File: src/rtl/extCapPkg.sv
package extCapPkg;
  localparam int HdrW  = 32;
  localparam int IdW   = 16;
  localparam int VerW  = 4;
  localparam int PtrW  = 12;
  localparam int SizeW = PtrW + 1;

  typedef enum logic [1:0] {StIdle, StRead, StCheck, StWrNew} walkState_e;

  typedef struct packed {
    logic latchCmd;
    logic rdEn;
    logic advance;
    logic wrHeadKeep;
    logic wrTailLink;
    logic wrNewHdr;
    logic finFound;
    logic finMiss;
    logic finAppend;
    logic finError;
    logic finReject;
  } ctrlStrobe_t;

  typedef struct packed {
    logic argsBad;
    logic opAppend;
    logic appendAtHead;
    logic headEmpty;
    logic idMatch;
    logic atTail;
    logic nextBad;
    logic visitsOver;
  } walkFlag_t;
endpackage

File: src/rtl/extCapData.sv
module extCapData
  import extCapPkg::*;
#(
  parameter int HeadOff    = 256,
  parameter int SpaceBytes = 4096,
  parameter int MaxVisits  = 1024
) (
  input  logic             clk,
  input  logic             rstN,
  input  ctrlStrobe_t      strb,
  input  logic             cmdOp,
  input  logic [IdW-1:0]   cmdId,
  input  logic [VerW-1:0]  cmdVer,
  input  logic [PtrW-1:0]  cmdOffset,
  input  logic [SizeW-1:0] cmdSize,
  input  logic [HdrW-1:0]  ramRdata,
  output walkFlag_t        flags,
  output logic             ramRe,
  output logic             ramWe,
  output logic [PtrW-1:0]  ramAddr,
  output logic [HdrW-1:0]  ramWdata,
  output logic             done,
  output logic             found,
  output logic             err,
  output logic             rejected,
  output logic [PtrW-1:0]  resOffset,
  output logic [PtrW-1:0]  resPrev
);
  localparam int VisitW = $clog2(MaxVisits + 1);
  localparam logic [PtrW-1:0] HeadPtr = PtrW'(HeadOff);
  localparam logic [PtrW-1:0] MaxPtr  = PtrW'(SpaceBytes - 8);
  localparam int NextLsb = HdrW - PtrW;

  logic              opAppend;
  logic [IdW-1:0]    idReg;
  logic [VerW-1:0]   verReg;
  logic [PtrW-1:0]   offReg;
  logic [PtrW-1:0]   curPtr;
  logic [PtrW-1:0]   prevPtr;
  logic [VisitW-1:0] visitCnt;

  logic [PtrW-1:0]   nextField;
  logic [IdW-1:0]    hdrId;
  logic [IdW-1:0]    searchKey;
  logic [PtrW+1:0]   endSum;

  assign nextField = ramRdata[HdrW-1:NextLsb];
  assign hdrId     = ramRdata[IdW-1:0];
  assign searchKey = opAppend ? '0 : idReg;
  assign endSum    = {2'b00, cmdOffset} + {1'b0, cmdSize};

  always_comb begin
    flags.argsBad = (cmdOffset < HeadPtr) || (cmdOffset[1:0] != 2'b00) ||
                    (cmdSize < SizeW'(8)) || (endSum >= (PtrW+2)'(SpaceBytes));
    flags.opAppend     = opAppend;
    flags.appendAtHead = (offReg == HeadPtr);
    flags.headEmpty    = (curPtr == HeadPtr) && (ramRdata == '0);
    flags.idMatch      = (searchKey != '0) && (hdrId == searchKey);
    flags.atTail       = (nextField == '0);
    flags.nextBad      = (nextField[1:0] != 2'b00) || (nextField < HeadPtr) ||
                         (nextField > MaxPtr);
    flags.visitsOver   = (visitCnt == VisitW'(MaxVisits));
  end

  always_ff @(posedge clk or negedge rstN) begin
    if (!rstN) begin
      opAppend <= 1'b0;
      idReg    <= '0;
      verReg   <= '0;
      offReg   <= '0;
      curPtr   <= HeadPtr;
      prevPtr  <= '0;
      visitCnt <= '0;
    end else if (strb.latchCmd) begin
      opAppend <= cmdOp;
      idReg    <= cmdId;
      verReg   <= cmdVer;
      offReg   <= cmdOffset;
      curPtr   <= HeadPtr;
      prevPtr  <= '0;
      visitCnt <= '0;
    end else if (strb.advance) begin
      prevPtr  <= curPtr;
      curPtr   <= nextField;
      visitCnt <= visitCnt + 1'b1;
    end
  end

  always_comb begin
    ramRe    = strb.rdEn;
    ramWe    = strb.wrHeadKeep | strb.wrTailLink | strb.wrNewHdr;
    ramAddr  = strb.wrNewHdr ? offReg : curPtr;
    ramWdata = '0;
    if (strb.wrHeadKeep) ramWdata = {nextField, verReg, idReg};
    else if (strb.wrTailLink) ramWdata = {offReg, ramRdata[NextLsb-1:0]};
    else if (strb.wrNewHdr) ramWdata = {{PtrW{1'b0}}, verReg, idReg};
  end

  always_ff @(posedge clk or negedge rstN) begin
    if (!rstN) begin
      done      <= 1'b0;
      found     <= 1'b0;
      err       <= 1'b0;
      rejected  <= 1'b0;
      resOffset <= '0;
      resPrev   <= '0;
    end else begin
      done <= strb.finFound | strb.finMiss | strb.finAppend | strb.finError | strb.finReject;
      if (strb.finFound) begin
        {found, err, rejected} <= 3'b100;
        resOffset <= curPtr;
        resPrev   <= prevPtr;
      end else if (strb.finMiss) begin
        {found, err, rejected} <= 3'b000;
        resOffset <= '0;
        resPrev   <= flags.headEmpty ? '0 : curPtr;
      end else if (strb.finAppend) begin
        {found, err, rejected} <= 3'b000;
        resOffset <= offReg;
        resPrev   <= flags.appendAtHead ? '0 : curPtr;
      end else if (strb.finError) begin
        {found, err, rejected} <= 3'b010;
        resOffset <= '0;
        resPrev   <= '0;
      end else if (strb.finReject) begin
        {found, err, rejected} <= 3'b001;
        resOffset <= '0;
        resPrev   <= '0;
      end
    end
  end
endmodule

File: src/rtl/extCapCtrl.sv
module extCapCtrl
  import extCapPkg::*;
(
  input  logic        clk,
  input  logic        rstN,
  input  logic        cmdValid,
  input  logic        cmdOp,
  input  walkFlag_t   flags,
  output ctrlStrobe_t strb,
  output logic        busy
);
  walkState_e state, stateNxt;

  always_ff @(posedge clk or negedge rstN) begin
    if (!rstN) state <= StIdle;
    else       state <= stateNxt;
  end

  assign busy = (state != StIdle);

  always_comb begin
    strb     = '0;
    stateNxt = state;
    unique case (state)
      StIdle: begin
        if (cmdValid) begin
          if (cmdOp && flags.argsBad) begin
            strb.finReject = 1'b1;
          end else begin
            strb.latchCmd = 1'b1;
            stateNxt      = StRead;
          end
        end
      end
      StRead: begin
        strb.rdEn = 1'b1;
        stateNxt  = StCheck;
      end
      StCheck: begin
        stateNxt = StIdle;
        if (flags.visitsOver) begin
          strb.finError = 1'b1;
        end else if (flags.opAppend) begin
          if (flags.appendAtHead) begin
            strb.wrHeadKeep = 1'b1;
            strb.finAppend  = 1'b1;
          end else if (flags.headEmpty) begin
            strb.finError = 1'b1;
          end else if (flags.atTail) begin
            strb.wrTailLink = 1'b1;
            stateNxt        = StWrNew;
          end else if (flags.nextBad) begin
            strb.finError = 1'b1;
          end else begin
            strb.advance = 1'b1;
            stateNxt     = StRead;
          end
        end else begin
          if (flags.headEmpty) begin
            strb.finMiss = 1'b1;
          end else if (flags.idMatch) begin
            strb.finFound = 1'b1;
          end else if (flags.atTail) begin
            strb.finMiss = 1'b1;
          end else if (flags.nextBad) begin
            strb.finError = 1'b1;
          end else begin
            strb.advance = 1'b1;
            stateNxt     = StRead;
          end
        end
      end
      StWrNew: begin
        strb.wrNewHdr  = 1'b1;
        strb.finAppend = 1'b1;
        stateNxt       = StIdle;
      end
      default: stateNxt = StIdle;
    endcase
  end
endmodule

File: src/rtl/extCapWalker.sv
module extCapWalker
  import extCapPkg::*;
#(
  parameter int HeadOff    = 256,
  parameter int SpaceBytes = 4096,
  parameter int MaxVisits  = 1024
) (
  input  logic             clk,
  input  logic             rstN,
  input  logic             cmdValid,
  input  logic             cmdOp,
  input  logic [IdW-1:0]   cmdId,
  input  logic [VerW-1:0]  cmdVer,
  input  logic [PtrW-1:0]  cmdOffset,
  input  logic [SizeW-1:0] cmdSize,
  output logic             busy,
  output logic             done,
  output logic             found,
  output logic             err,
  output logic             rejected,
  output logic [PtrW-1:0]  resOffset,
  output logic [PtrW-1:0]  resPrev,
  output logic             ramRe,
  output logic             ramWe,
  output logic [PtrW-1:0]  ramAddr,
  output logic [HdrW-1:0]  ramWdata,
  input  logic [HdrW-1:0]  ramRdata
);
  ctrlStrobe_t strb;
  walkFlag_t   flags;

  extCapCtrl u_ctrl (
    .clk      (clk),
    .rstN     (rstN),
    .cmdValid (cmdValid),
    .cmdOp    (cmdOp),
    .flags    (flags),
    .strb     (strb),
    .busy     (busy)
  );

  extCapData #(
    .HeadOff    (HeadOff),
    .SpaceBytes (SpaceBytes),
    .MaxVisits  (MaxVisits)
  ) u_data (
    .clk       (clk),
    .rstN      (rstN),
    .strb      (strb),
    .cmdOp     (cmdOp),
    .cmdId     (cmdId),
    .cmdVer    (cmdVer),
    .cmdOffset (cmdOffset),
    .cmdSize   (cmdSize),
    .ramRdata  (ramRdata),
    .flags     (flags),
    .ramRe     (ramRe),
    .ramWe     (ramWe),
    .ramAddr   (ramAddr),
    .ramWdata  (ramWdata),
    .done      (done),
    .found     (found),
    .err       (err),
    .rejected  (rejected),
    .resOffset (resOffset),
    .resPrev   (resPrev)
  );
endmodule

File: config.mk
export PLATFORM = sky130hd
export DESIGN_NAME = extCapWalker
export DESIGN_NICKNAME = d
export VERILOG_FILES = /design/src/rtl/extCapPkg.sv /design/src/rtl/extCapData.sv /design/src/rtl/extCapCtrl.sv /design/src/rtl/extCapWalker.sv
export SDC_FILE = /design/constraint.sdc
export NUM_CORES = 1
export LEC_CHECK = 0
export BUFFER_PORTS_ARGS = -buffer_cell sky130_fd_sc_hd__buf_2
export CAP_MARGIN = 20
export CORE_MARGIN = 3
export CORE_UTILIZATION = 36
export CTS_CLUSTER_DIAMETER = 200
export DETAILED_ROUTE_END_ITERATION = 8
export PLACE_DENSITY = 0.64
export SYNTH_ARGS = -nofsm -noshare
export SYNTH_HDL_FRONTEND = slang
export SYNTH_SLANG_ARGS = --single-unit
File: constraint.sdc
create_clock -name clk -period 4.45 [get_ports clk]
set_input_delay 0.89 -clock clk [delete_from_list [all_inputs] [get_ports clk]]
set_output_delay 0.89 -clock clk [all_outputs]
set_load 0.05 [all_outputs]
After elaboration in Yosys (flattened, before gate mapping)
Index checks and enable logic that the tools add are counted.

Add/subtract/negate cells: 2. Magnitude comparators: 5. Equal/unequal tests: 9. Multiplexer cells: 87. Bitwise logic cells: 6. Reductions and logical operators: 18.

Operators with widths (count): 2-to-1 mux 12 bit (15); 2-to-1 mux 32 bit (2); 2-to-1 mux 1 bit (49); zero test 32 bit (1); equality test 12 x 9 -> 1 bit, second input constant (2); less-than comparator 12 x 9 -> 1 bit, second input constant (2); 2-to-1 mux 2 bit (12); 2-to-1 mux 11 bit (2); 2-to-1 mux 20 bit (1); equality test 16 bit (1); 2-to-1 mux 16 bit (1); nonzero test 16 bit (1); adder 12 x 13 -> 14 bit (1); greater-or-equal comparator 14 x 13 -> 1 bit, second input constant (1); less-than comparator 13 x 4 -> 1 bit, second input constant (1); greater-than comparator 12 bit, second input constant (1); zero test 12 bit (1); adder 11 x 1 -> 11 bit, second input constant (1); equality test 11 bit, second input constant (1); 2-to-1 mux 3 bit (3); one-hot mux 2 bit (4 select lines) (1); nonzero test 2 bit (4); OR 1 bit (6); logical OR 1 bit (5); other kinds (8) (12).

Bits in registers: 98. Input port bits: 81. Word-level logic and storage cells: 141.

Depth between registers and ports, before layout
Depth in word-level cells: 14. Mapped depth: 11. Gate-level depth less buffers: 10.

Modules after synthesis
Synthesis repeated with hierarchy kept, for this count alone.

Cell total of the unflattened synthesis: 549. Area total of the unflattened synthesis: 5571.6 um^2.

Modules (own cells, without submodules): extCapData (times used 1, cells an instance 511, area an instance 5307.6 um^2, sequential area each 2403.6 um^2); extCapCtrl (times used 1, cells an instance 38, area an instance 264.0 um^2, sequential area each 50.0 um^2).

Least setup slack after synthesis
OpenSTA, ideal clock, no wires.

Path type: input to output. Start point: input ramRdata[24]. End point: output ramWdata[10]. Data arrival time: 2691 ps. Data required time: 3560 ps. Setup slack: 869 ps. Stages on the path: 7. Path buffers: 1. Path through: nor4_2 nand3_2 or4b_4 nand2_1 nor3_1 clkbuf_1 a22o_1.

Word-level cells in the longest chain between the ends: 9. Elaborated cells on any way between the ends: 11.

RTL lines: from (decl) (line extCapWalker.sv:27) `input logic [HdrW-1:0] ramRdata`; zero test 32 bit / zero test 12 bit (equally long branches) (line extCapData.sv:57, extCapData.sv:59); logical AND 1 bit / 2-to-1 mux 1 bit (equally long branches) (line extCapData.sv:57, extCapCtrl.sv:49); 2-to-1 mux 1 bit * (line extCapCtrl.sv:47) `end else if (flags.headEmpty) begin`; 2-to-1 mux 1 bit * (line extCapCtrl.sv:44) `if (flags.appendAtHead) begin`; 2-to-1 mux 2 bit * (line extCapCtrl.sv:43) `end else if (flags.opAppend) begin`; 2-to-1 mux 3 bit * (line extCapCtrl.sv:41) `if (flags.visitsOver) begin`; 2-to-1 mux 3 bit * (line extCapCtrl.sv:24) `unique case (state)`; 2-to-1 mux 32 bit * (line extCapData.sv:95) `else if (strb.wrTailLink) ramWdata = {offReg, ramRdata[NextLsb-1:0]};`; 2-to-1 mux 32 bit * (line extCapData.sv:94) `if (strb.wrHeadKeep) ramWdata = {nextField, verReg, idReg};`; to (decl) (line extCapWalker.sv:26) `output logic [HdrW-1:0] ramWdata,`.

Every way passes the cells marked *; elsewhere a longest branch is shown, timed or not.

Worst setup path after layout
Start point: register u_data.curPtr[0]. End point: output ramWe.

Word-level cells in the longest chain between the ends: 9.

RTL lines: from (decl) (line extCapData.sv:38) `logic [PtrW-1:0] curPtr;`; from (signal assigned) (line extCapData.sv:71) `curPtr <= HeadPtr;`; from (signal assigned) (line extCapData.sv:79) `curPtr <= HeadPtr;`; from (signal assigned) (line extCapData.sv:84) `curPtr <= nextField;`; equality test 12 x 9 -> 1 bit (line extCapData.sv:57) `flags.headEmpty = (curPtr == HeadPtr) && (ramRdata == '0);`; logical AND 1 bit (line extCapData.sv:57); 2-to-1 mux 1 bit (line extCapCtrl.sv:47); 2-to-1 mux 1 bit (line extCapCtrl.sv:44); 2-to-1 mux 2 bit (line extCapCtrl.sv:43); 2-to-1 mux 3 bit (line extCapCtrl.sv:41); 2-to-1 mux 3 bit (line extCapCtrl.sv:24); OR 1 bit (2 in a row) (line extCapData.sv:91) `ramWe = strb.wrHeadKeep | strb.wrTailLink | strb.wrNewHdr;`; to (decl) (line extCapWalker.sv:24) `output logic ramWe,`.

Every way passes these cells.

==> impl_metrics.env <==
export IMPL_status="finished clean"
export IMPL_cts_setup_buffers=0
export IMPL_vdd_drop_max_mv=0.2008
export IMPL_path_clk_slew_ns=0.07
export IMPL_ctsResizeCount=0
export IMPL_dieArea_um2=16780
export IMPL_final_common_cell="buf_2"
export IMPL_rsz0062_at_grt="false"
export IMPL_critical_path_class="register to output pin"
export IMPL_drive_gt1_frac=0.3473
export IMPL_slowest_delay_ns=0.64
export IMPL_p_leak_uw=0.003524
export IMPL_grt_pass1_vias=5093
export IMPL_gp_congestion=0.9133
export IMPL_worstMarginPinSlew_ns=0.8833
export IMPL_routed_wl_mm=17.42
export IMPL_max_freq_mhz=242.8
export IMPL_syn_num_nets=624
export IMPL_cp_required_ns=3.56
export IMPL_start_util=0.3725
export IMPL_synth_main_ff_cell="dfrtp_1"
export IMPL_fin_ws_ns=0.3321
export IMPL_cp_end_kind="output pin"
export IMPL_yosys_top_cells_area="dfrtp_1 (44%), a22o_1 (7.2%), mux2_2 (6.6%)"
export IMPL_cts_tree="done"
export IMPL_crit_fanout=13
export IMPL_cts_buffers=9
export IMPL_relSlewSlack=0.4072
export IMPL_avgViaCountPerCell=5.710
export IMPL_cpMaxStageDelayCell="nor4_1"
export IMPL_io_pins=156
export IMPL_synth_top_area_frac=0.4417
export IMPL_crit_chain="nor4_1 > and4_1 > or4b_4 > nand2_1 > nor3_2 > buf_6 > or2_2 > buf_2"
export IMPL_p_per_area_nw_per_um2=423.9
export IMPL_yosysUniqueCellTypes=59
export IMPL_drtAntennaViolNets=0
export IMPL_hp_class="input pin to async pin"
export IMPL_die_h_um=129.6
export IMPL_finalHoldViolations=0
export IMPL_antenna_cells=0
export IMPL_async_reset_ff_frac=1.000
export IMPL_worst_hold_slack_ns=0.4733
export IMPL_portBuffers=155
export IMPL_cp_start_kind="register"
export IMPL_drtIter0Drc=446
export IMPL_ys_seq_area_frac=0.4465
export IMPL_pre_cts_ws_ns=0.4635
export IMPL_yosysTopAreaCell="dfrtp_1"
export IMPL_drc=0
export IMPL_wl_per_cell_um=19.84
export IMPL_worstSkewPairLatency_ns=0.35
export IMPL_cp_arrival_ns=3.23
export IMPL_yosysWarnings=0
export IMPL_drt_pass1_iter_count=6
export IMPL_via_count=5013
export IMPL_htreeDepth=3
export IMPL_final_cell_mix="buf_2 (154), dfrtp_1 (97), nor2_1 (45), a22o_1 (45), nand2_1 (33)"
export IMPL_tns_ns=0
export IMPL_dp_hpwl_mm=13.40
export IMPL_layout_nets=785
export IMPL_report_final_slew_viol_count=0
export IMPL_cts_sinks=98
export IMPL_skew_ns=0.007841
export IMPL_clockBufferDepth=2
export IMPL_grt_pass1_wl_mm=27.06
export IMPL_maxCapViolCount=0
export IMPL_fin_crit_ns=4.118
export IMPL_root_buffer="clkbuf_16"
export IMPL_synthToLayoutAreaGrowth_pct=26.43
export IMPL_die_width_um=129.6
export IMPL_hold_buffers=0
export IMPL_setup_viol=0
export IMPL_syn_avg_cell_area_um2=10.41
export IMPL_fin_crit_sh=0.9254
export IMPL_synth_edf_count=0
export IMPL_track_usage=0.2063
export IMPL_synth_cells=528
export IMPL_overflow=0
export IMPL_rows=44
export IMPL_core_region_area_um2=14750
export IMPL_synth_seq_cells=98
export IMPL_grt_max_degree=80
export IMPL_syn_cell_area_um2=5495
export IMPL_antenna_found_initial=0
Yosys cell counts, types with 6 or more instances:
cell,count
and3_1,13
a21oi_1,16
xnor2_1,15
mux2_2,32
a22o_1,45
a21o_1,29
a31oi_1,7
nor3_1,7
nand3_1,7
o21ai_0,28
inv_1,6
nor4_1,12
ha_1,14
nor4bb_1,7
clkbuf_1,21
nor2_1,45
nand4_1,9
dfrtp_1,97
mux2i_1,12
a221o_1,11
nand2_1,33
kinds of logic (layout without fill, tap and decap cells):
family	count (synthesis)	after routing	share of synthesized area
AO/OA/AOI/OAI	155	155	0.2097
XOR/XNOR	17	17	0.02710
adder cells (fa/ha/maj)	15	15	0.03552
buffers and inverters	33	199	0.02505
flip-flops	98	98	0.4465
multiplexers	44	44	0.08743
AND/OR/NAND/NOR	166	166	0.1687
flip-flops by register name, summed over array words and instances, names as in the netlist:
register,count
u_ctrl.state,2
u_data.curPtr,12
u_data.done,1
u_data.err,1
u_data.found,1
u_data.idReg,16
u_data.offReg,12
u_data.opAppend,1
u_data.prevPtr,12
u_data.rejected,1
u_data.resOffset,12
u_data.resPrev,12
u_data.verReg,4
u_data.visitCnt,11
path summary, 6_finish.rpt:
| check | startpoint | cells past startpoint | slack (ns) | endpoint |
|---|---|---|---|---|
| max | u_data.curPtr[0] | 8 | 0.33 | ramWe |
| min | rstN | 1 | 0.47 | u_data.idReg[3] |
| max reg2reg | u_data.visitCnt[0] | 12 | 1.24 | u_data.resOffset[3] |
| min reg2reg | u_data.resPrev[8] | 1 | 0.47 | u_data.resPrev[8] |
| max in group asynchronous | rstN | 2 | 3.33 | u_data.curPtr[8] |
| min in group clk | u_data.resPrev[8] | 1 | 0.47 | u_data.resPrev[8] |
power breakdown:
part           switching, uW  internal [uW]  total, uW
clock network            340            510        850
registers                197           1040       1240
logic                    540            314        853
area by class of cell:
cell class	count	area [um^2]
clock buffers	12	246.5
clock inverters	4	73.82
fillers	1396	7806
inverters	6	22.52
multi-input cells	397	2929
flip-flops and latches	98	2454
well taps	184	230.2
repair buffers	177	992.2
per-layer routing:
metal  up-vias  global-route usage  share of wire  wire length (um)
met4         0              0.1015          0.046               804
li1       2319                   -              -                 -
met5         -                   0              0                 0
met3        46             0.02679          0.061              1065
met2       190              0.3280           0.47              8141
met1      2458              0.2782           0.43              7406
worst max-delay path, delay by kind of cell (launching register included):
family | cells | cell delay [ns]
and+or+nand+nor | 6 | 2.04
buffers and inverters | 2 | 0.38
DFF | 1 | 0.46
stage by stage:
stage	total power (uW)	cells	util	instance area, um^2
after detailed placement	2100	861	0.4473	6600
after floorplan	1767	528	-	5495
after CTS	2951	877	0.4690	6920
after global routing	3079	878	0.4709	6948
final	2945	878	0.4709	6948
after global placement	2075	860	0.4466	6589
Power figures use the tool's default switching activity.
